===== config.mk =====
export PLATFORM = sky130hd
export DESIGN_NAME = apb_regbank
export DESIGN_NICKNAME = d
export VERILOG_FILES = /design/src/rtl/regbank_pkg.sv /design/src/rtl/regbank_decode.sv /design/src/rtl/regbank_ctrl.sv /design/src/rtl/regbank_status.sv /design/src/rtl/apb_regbank.sv
export SDC_FILE = /design/constraint.sdc
export NUM_CORES = 1
export LEC_CHECK = 0
export BUFFER_PORTS_ARGS = -buffer_cell sky130_fd_sc_hd__buf_2
export CELL_PAD_IN_SITES_DETAIL_PLACEMENT = 1
export CELL_PAD_IN_SITES_GLOBAL_PLACEMENT = 2
export CORE_ASPECT_RATIO = 0.6
export CORE_MARGIN = 3
export CORE_UTILIZATION = 33
export DETAILED_ROUTE_END_ITERATION = 6
export PLACE_DENSITY_LB_ADDON = 0.1
export REMOVE_ABC_BUFFERS = 1
export SLEW_MARGIN = 20
export SYNTH_ARGS = -nofsm -noshare
export SYNTH_HDL_FRONTEND = slang
export SYNTH_HIERARCHICAL = 1
export SYNTH_SLANG_ARGS = --single-unit

===== constraint.sdc =====
create_clock -name pclk -period 2.9 [get_ports pclk]
set_input_delay 0.145 -clock pclk [delete_from_list [all_inputs] [get_ports pclk]]
set_output_delay 0.145 -clock pclk [all_outputs]
set_load 0.05 [all_outputs]

===== src/rtl/regbank_pkg.sv =====
package regbank_pkg;
  localparam int unsigned ADDR_W  = 12;
  localparam int unsigned DATA_W  = 32;
  localparam int unsigned IDX_W   = ADDR_W - 4;
  localparam logic [DATA_W-1:0] ID_WORD = 32'hDEADBEEF;

  typedef enum logic [1:0] {
    SLOT_ID   = 2'd0,
    SLOT_CTRL = 2'd1,
    SLOT_STAT = 2'd2,
    SLOT_NONE = 2'd3
  } slot_e;

  // Offset -> slot; only 16-byte aligned offsets in the first three words map
  function automatic slot_e slot_of(input logic [ADDR_W-1:0] a);
    if (a[3:0] != 4'h0)              return SLOT_NONE;
    if (a[ADDR_W-1:4] == IDX_W'(0))  return SLOT_ID;
    if (a[ADDR_W-1:4] == IDX_W'(1))  return SLOT_CTRL;
    if (a[ADDR_W-1:4] == IDX_W'(2))  return SLOT_STAT;
    return SLOT_NONE;
  endfunction

  // Status layout: [31:16] count, [11:4] index, [0] hit
  function automatic logic [DATA_W-1:0] pack_status(input logic hit,
                                                    input logic [IDX_W-1:0] idx,
                                                    input logic [15:0] cnt);
    return {cnt, 4'b0000, idx, 3'b000, hit};
  endfunction
endpackage


===== src/rtl/regbank_decode.sv =====
module regbank_decode
  import regbank_pkg::*;
(
  input  logic              psel,
  input  logic              penable,
  input  logic              pwrite,
  input  logic [ADDR_W-1:0] paddr,
  output logic              rd_fire,
  output logic              wr_fire,
  output logic              hit,
  output slot_e             slot
);
  logic access;

  assign access  = psel & penable;
  assign slot    = slot_of(paddr);
  assign hit     = (slot != SLOT_NONE);
  assign rd_fire = access & ~pwrite;
  assign wr_fire = access &  pwrite;
endmodule


===== src/rtl/regbank_ctrl.sv =====
module regbank_ctrl
  import regbank_pkg::*;
(
  input  logic              clk,
  input  logic              rst_n,
  input  logic              load,
  input  logic [DATA_W-1:0] din,
  output logic [DATA_W-1:0] q
);
  always_ff @(posedge clk or negedge rst_n) begin
    if (!rst_n)    q <= '0;
    else if (load) q <= din;
  end

  AST_CTRL_HOLD: assert property (@(posedge clk) disable iff (!rst_n)
    !load |=> $stable(q)) else $error("control changed without a load");
endmodule


===== src/rtl/regbank_status.sv =====
module regbank_status
  import regbank_pkg::*;
#(
  parameter int unsigned CNT_W = 16
)(
  input  logic              clk,
  input  logic              rst_n,
  input  logic              rd_fire,
  input  logic              hit,
  input  logic [IDX_W-1:0]  idx,
  output logic [DATA_W-1:0] q
);
  logic             hit_q;
  logic [IDX_W-1:0] idx_q;
  logic [CNT_W-1:0] cnt_q;
  logic             cnt_full;

  assign cnt_full = &cnt_q;

  always_ff @(posedge clk or negedge rst_n) begin
    if (!rst_n) begin
      hit_q <= 1'b0;
      idx_q <= '0;
      cnt_q <= '0;
    end else if (rd_fire) begin
      hit_q <= hit;
      idx_q <= idx;
      if (!cnt_full) cnt_q <= cnt_q + 1'b1;
    end
  end

  assign q = pack_status(hit_q, idx_q, 16'(cnt_q));

  AST_CNT_NO_WRAP: assert property (@(posedge clk) disable iff (!rst_n)
    cnt_full |=> cnt_full) else $error("read count wrapped");
  AST_STAT_QUIET: assert property (@(posedge clk) disable iff (!rst_n)
    !rd_fire |=> $stable(q)) else $error("status moved without a read");
endmodule


===== src/rtl/apb_regbank.sv =====
module apb_regbank
  import regbank_pkg::*;
#(
  parameter int unsigned CNT_W = 16
)(
  input  logic        pclk,
  input  logic        presetn,
  input  logic        psel,
  input  logic        penable,
  input  logic        pwrite,
  input  logic [11:0] paddr,
  input  logic [31:0] pwdata,
  output logic [31:0] prdata,
  output logic        pready,
  output logic        pslverr,
  output logic [31:0] ctrl_out
);
  logic              rd_fire;
  logic              wr_fire;
  logic              hit;
  slot_e             slot;
  logic              ctrl_load;
  logic [DATA_W-1:0] stat_word;

  regbank_decode u_dec (
    .psel    (psel),
    .penable (penable),
    .pwrite  (pwrite),
    .paddr   (paddr),
    .rd_fire (rd_fire),
    .wr_fire (wr_fire),
    .hit     (hit),
    .slot    (slot)
  );

  assign ctrl_load = wr_fire & (slot == SLOT_CTRL);

  regbank_ctrl u_ctrl (
    .clk   (pclk),
    .rst_n (presetn),
    .load  (ctrl_load),
    .din   (pwdata),
    .q     (ctrl_out)
  );

  regbank_status #(.CNT_W(CNT_W)) u_stat (
    .clk     (pclk),
    .rst_n   (presetn),
    .rd_fire (rd_fire),
    .hit     (hit),
    .idx     (paddr[ADDR_W-1:4]),
    .q       (stat_word)
  );

  always_comb begin
    prdata = '0;
    if (rd_fire) begin
      case (slot)
        SLOT_ID:   prdata = ID_WORD;
        SLOT_CTRL: prdata = ctrl_out;
        SLOT_STAT: prdata = stat_word;
        default:   prdata = '0;
      endcase
    end
  end

  assign pready  = 1'b1;
  assign pslverr = (rd_fire | wr_fire) & ~hit;

  initial begin
    assert (CNT_W >= 1 && CNT_W <= 16) else $error("CNT_W out of range");
  end

  AST_ERR_IN_ACCESS: assert property (@(posedge pclk) disable iff (!presetn)
    pslverr |-> (psel && penable)) else $error("error outside access");
  AST_UNMAPPED_ZERO: assert property (@(posedge pclk) disable iff (!presetn)
    (pslverr && !pwrite) |-> (prdata == '0)) else $error("unmapped read data");
  AST_ID_CONST: assert property (@(posedge pclk) disable iff (!presetn)
    (psel && penable && !pwrite && paddr == 12'h000) |-> (prdata == 32'hDEADBEEF))
    else $error("identification word wrong");
  AST_RO_NOSTORE: assert property (@(posedge pclk) disable iff (!presetn)
    (psel && penable && pwrite && paddr != 12'h010) |=> $stable(ctrl_out))
    else $error("control changed by other write");
endmodule


==> key figures <==
Global routing
  – Total gr overflow: 0
  – Vias in the first global route: 2593
  – Largest net degree at the start of global routing: 39
  – Antenna violations before repair: 1
  – Total track usage: 16.86%
  – First-pass GRT wire length: 14080 um

Clock network
  – CTS clock-pin slew for the worst setup and hold paths: 50 ps
  – CTS Buf Count: 9
  – Clk Latency, worst-skew pair: 320 ps
  – CTS HTree Levels: 3
  – Maximum clock path buffer count: 2
  – CTS Root Cell: clkbuf_16
  – Post-CTS setup buffer count: 0
  – CTS tree: built
  – Clock Sinks: 57

Timing
  – Period minus WS final: 2280 ps
  – Final slew viol count: 0
  – FMAX: 438.6 MHz
  – Hold WS: 49.75 ps
  – Worst setup margin: 619.9 ps
  – Clk_skew: 3.111 ps
  – Setup TNS: 0 ps
  – Endpoints failing hold: 0
  – RSZ-0062 raised after global routing: false
  – Setup violations, final: 0
  – Worst slew pin tran: 878.8 ps
  – Relative slew slack: 41.21%
  – Tcrit/Tclk final: 78.62%

Worst setup path
  – WP data required: 2760 ps
  – Startpoint types: primary input
  – R2R setup slack: 670 ps
  – Critical path capture point type: output pin
  – Reg2Reg Capture Point: u_stat/cnt_q[13]
  – R2R Path Start: u_stat/cnt_q[0]
  – Crit path max fanout: 26
  – WS Path Type: in2out
  – CP arrival: 2140 ps
  – Reg2Reg Depth: 5

Power
  – Post-layout power: 2.065 mW
  – Leakage: 2.161 nW
  – Power per cell area: 507.1 nW/um2
  – Maximum VDD drop: 0.2493 mV

Drt
  – Detailed Route Iter0 Violations: 86
  – Avg WL per Cell: 16.89 um
  – Vias/cell: 4.743
  – Final WL: 8731 um
  – Post-route ant nets: 0
  – DRT Pass-1 Iters: 5
  – Via count: 2452
  – Remaining DRCs: 0

Final layout
  – Final cell count without fillers: 517
  – Area taken by flip-flops and latches: 1426 um2
  – Finished Core Util: 43.67%
  – Layout area overhead: 26.57%
  – Fill count: 1043
  – Nets: 434
  – Area of the multi-input gates: 1579 um2
  – # diodes: 0
  – Post-route cell area: 4071 um2
  – Share of cells above drive strength 1: 48.06%

Logic synthesis
  – Top cells by count, synth: 57 x dfrtp_1, 31 x mux2_4, 26 x nand2b_1, 23 x nand2_1, 20 x a22o_1
  – Gate Count Post-Synth: 272
  – Register area share after synthesis: 44.34%
  – Area contributors post-synth: dfrtp_1 44%, mux2_4 14%, a22o_1 5.4%, nand2b_1 5.1%, mux2_2 3.9%
  – Cell Area, Synth: 3217 um2
  – Post-synth top flop: dfrtp_1
  – Top cell type by total area after synthesis: dfrtp_1
  – Flops & latches, synth: 57
  – Synth warn: 6
  – Ys async rst share: 100.0%
  – EDFF count, synth: 0
  – Synth unique cells: 40
  – Top-count cell post-synth: dfrtp_1
  – Syn_area_per_cell: 11.83 um2
  – Post-synth top area share: 44.34%

Hold path
  – Worst Hold End: u_ctrl/q[24]
  – Hold path depth: 2
  – HP Start: pwdata[24]
  – Hold Crit Class: in2reg

Placed design
  – Dpl cells: 502
  – Placed inst area: 3797 um2
  – PortBufs: 113
  – Hpwl dp: 6394 um
  – GPL Wtd Cong: 0.8099
  – Pre-CTS WS: 589.2 ps

Status
  – Outcome: finished clean

Floorplan
  – IO Count: 115
  – Core area: 9324 um2
  – DIE AREA: 11010 um2
  – Row count: 27
  – Initial Util: 34.50%
  – Die extent in x: 133.5 um
  – Height of the die: 82.48 um

Job
  – Maxcap violations: 0
[cells by family (layout without fill, tap and decap cells)]
logic type,after synthesis,count (layout),share of synthesized area (%)
adders and majority gates,1,1,0.3889
buffers and inverters,29,138,7.468
muxes,42,42,18.32
other,2,8,0.2335
xor gates and xnor gates,14,14,3.812
AOI/OAI and AO/OA,36,36,9.763
and+or+nand+nor,91,91,15.67
DFF,57,57,44.34
[cells in the final DEF (no fill, tap or decap), types with 2 or more instances in the layout]
cell type / netlist / layout
nand4_1: 2 / 2
and3_1: 4 / 3
clkbuf_16: 0 / 9
xor2_1: 12 / 12
mux2_4: 31 / 31
nor3_1: 6 / 6
clkbuf_8: 0 / 2
mux2_2: 11 / 11
and3_2: 1 / 2
buf_2: 6 / 113
nand2b_1: 26 / 26
clkbuf_1: 1 / 3
conb_1: 2 / 8
a22o_1: 20 / 20
buf_4: 10 / 7
o22ai_1: 8 / 8
nor4_2: 2 / 2
dfrtp_1: 57 / 57
nand2_1: 23 / 23
nor4_1: 2 / 2
a22o_2: 3 / 3
xnor2_1: 2 / 2
nor2_1: 9 / 8
nand3_1: 9 / 9
inv_1: 2 / 2
[area by class of cell]
class	count	share of cell area [%]
multi-input cells	192	38.78
flip-flops and latches	57	35.03
repair buffers	121	15.43
well taps	130	3.995
inverters	3	0.2766
clock buffers	14	6.484
[flip-flops by register name, summed over array words and instances, names as in the netlist]
name and cells:
u_stat/cnt_q 16, u_stat/idx_q 8, u_stat/hit_q 1, u_ctrl/q 32
[repair_timing]
action,CTS,global route
endpoints found under the hold margin,36,0
hold buffers,1,0
gates resized for setup,0,0
[where the power goes]
part / internal (mW) / switching (mW)
registers: 0.852 / 0.0666
logic: 0.108 / 0.101
clock network: 0.613 / 0.324
total: 1.57 / 0.491
[critical path, cell delays in order]
cell and delay, ps:
buf_2 110, nor4_2 370, nand3_1 170, buf_4 270, nor2b_4 530, a22o_1 250, buf_2 260
[metal layers]
layer  GRT usage [%]  share of wire, %  up-vias
li1                -                 -     1172
met1           22.73                51     1186
met2           24.44                40       86
met3           7.748               8.3        6
met4           4.620              0.66        2
met5               0             0.080        -
[worst max path at each step]
stage	slack (ps)	depth (start not counted)	to	startpoint
floorplan	-130	5	u_ctrl/q[29]	paddr[1]
global placement	620	7	prdata[27]	paddr[1]
detailed placement	590	7	prdata[27]	paddr[11]
CTS	590	7	prdata[27]	paddr[11]
global route	450	7	prdata[12]	paddr[11]
finish	620	7	prdata[12]	paddr[11]
Power figures use the tool's default switching activity.
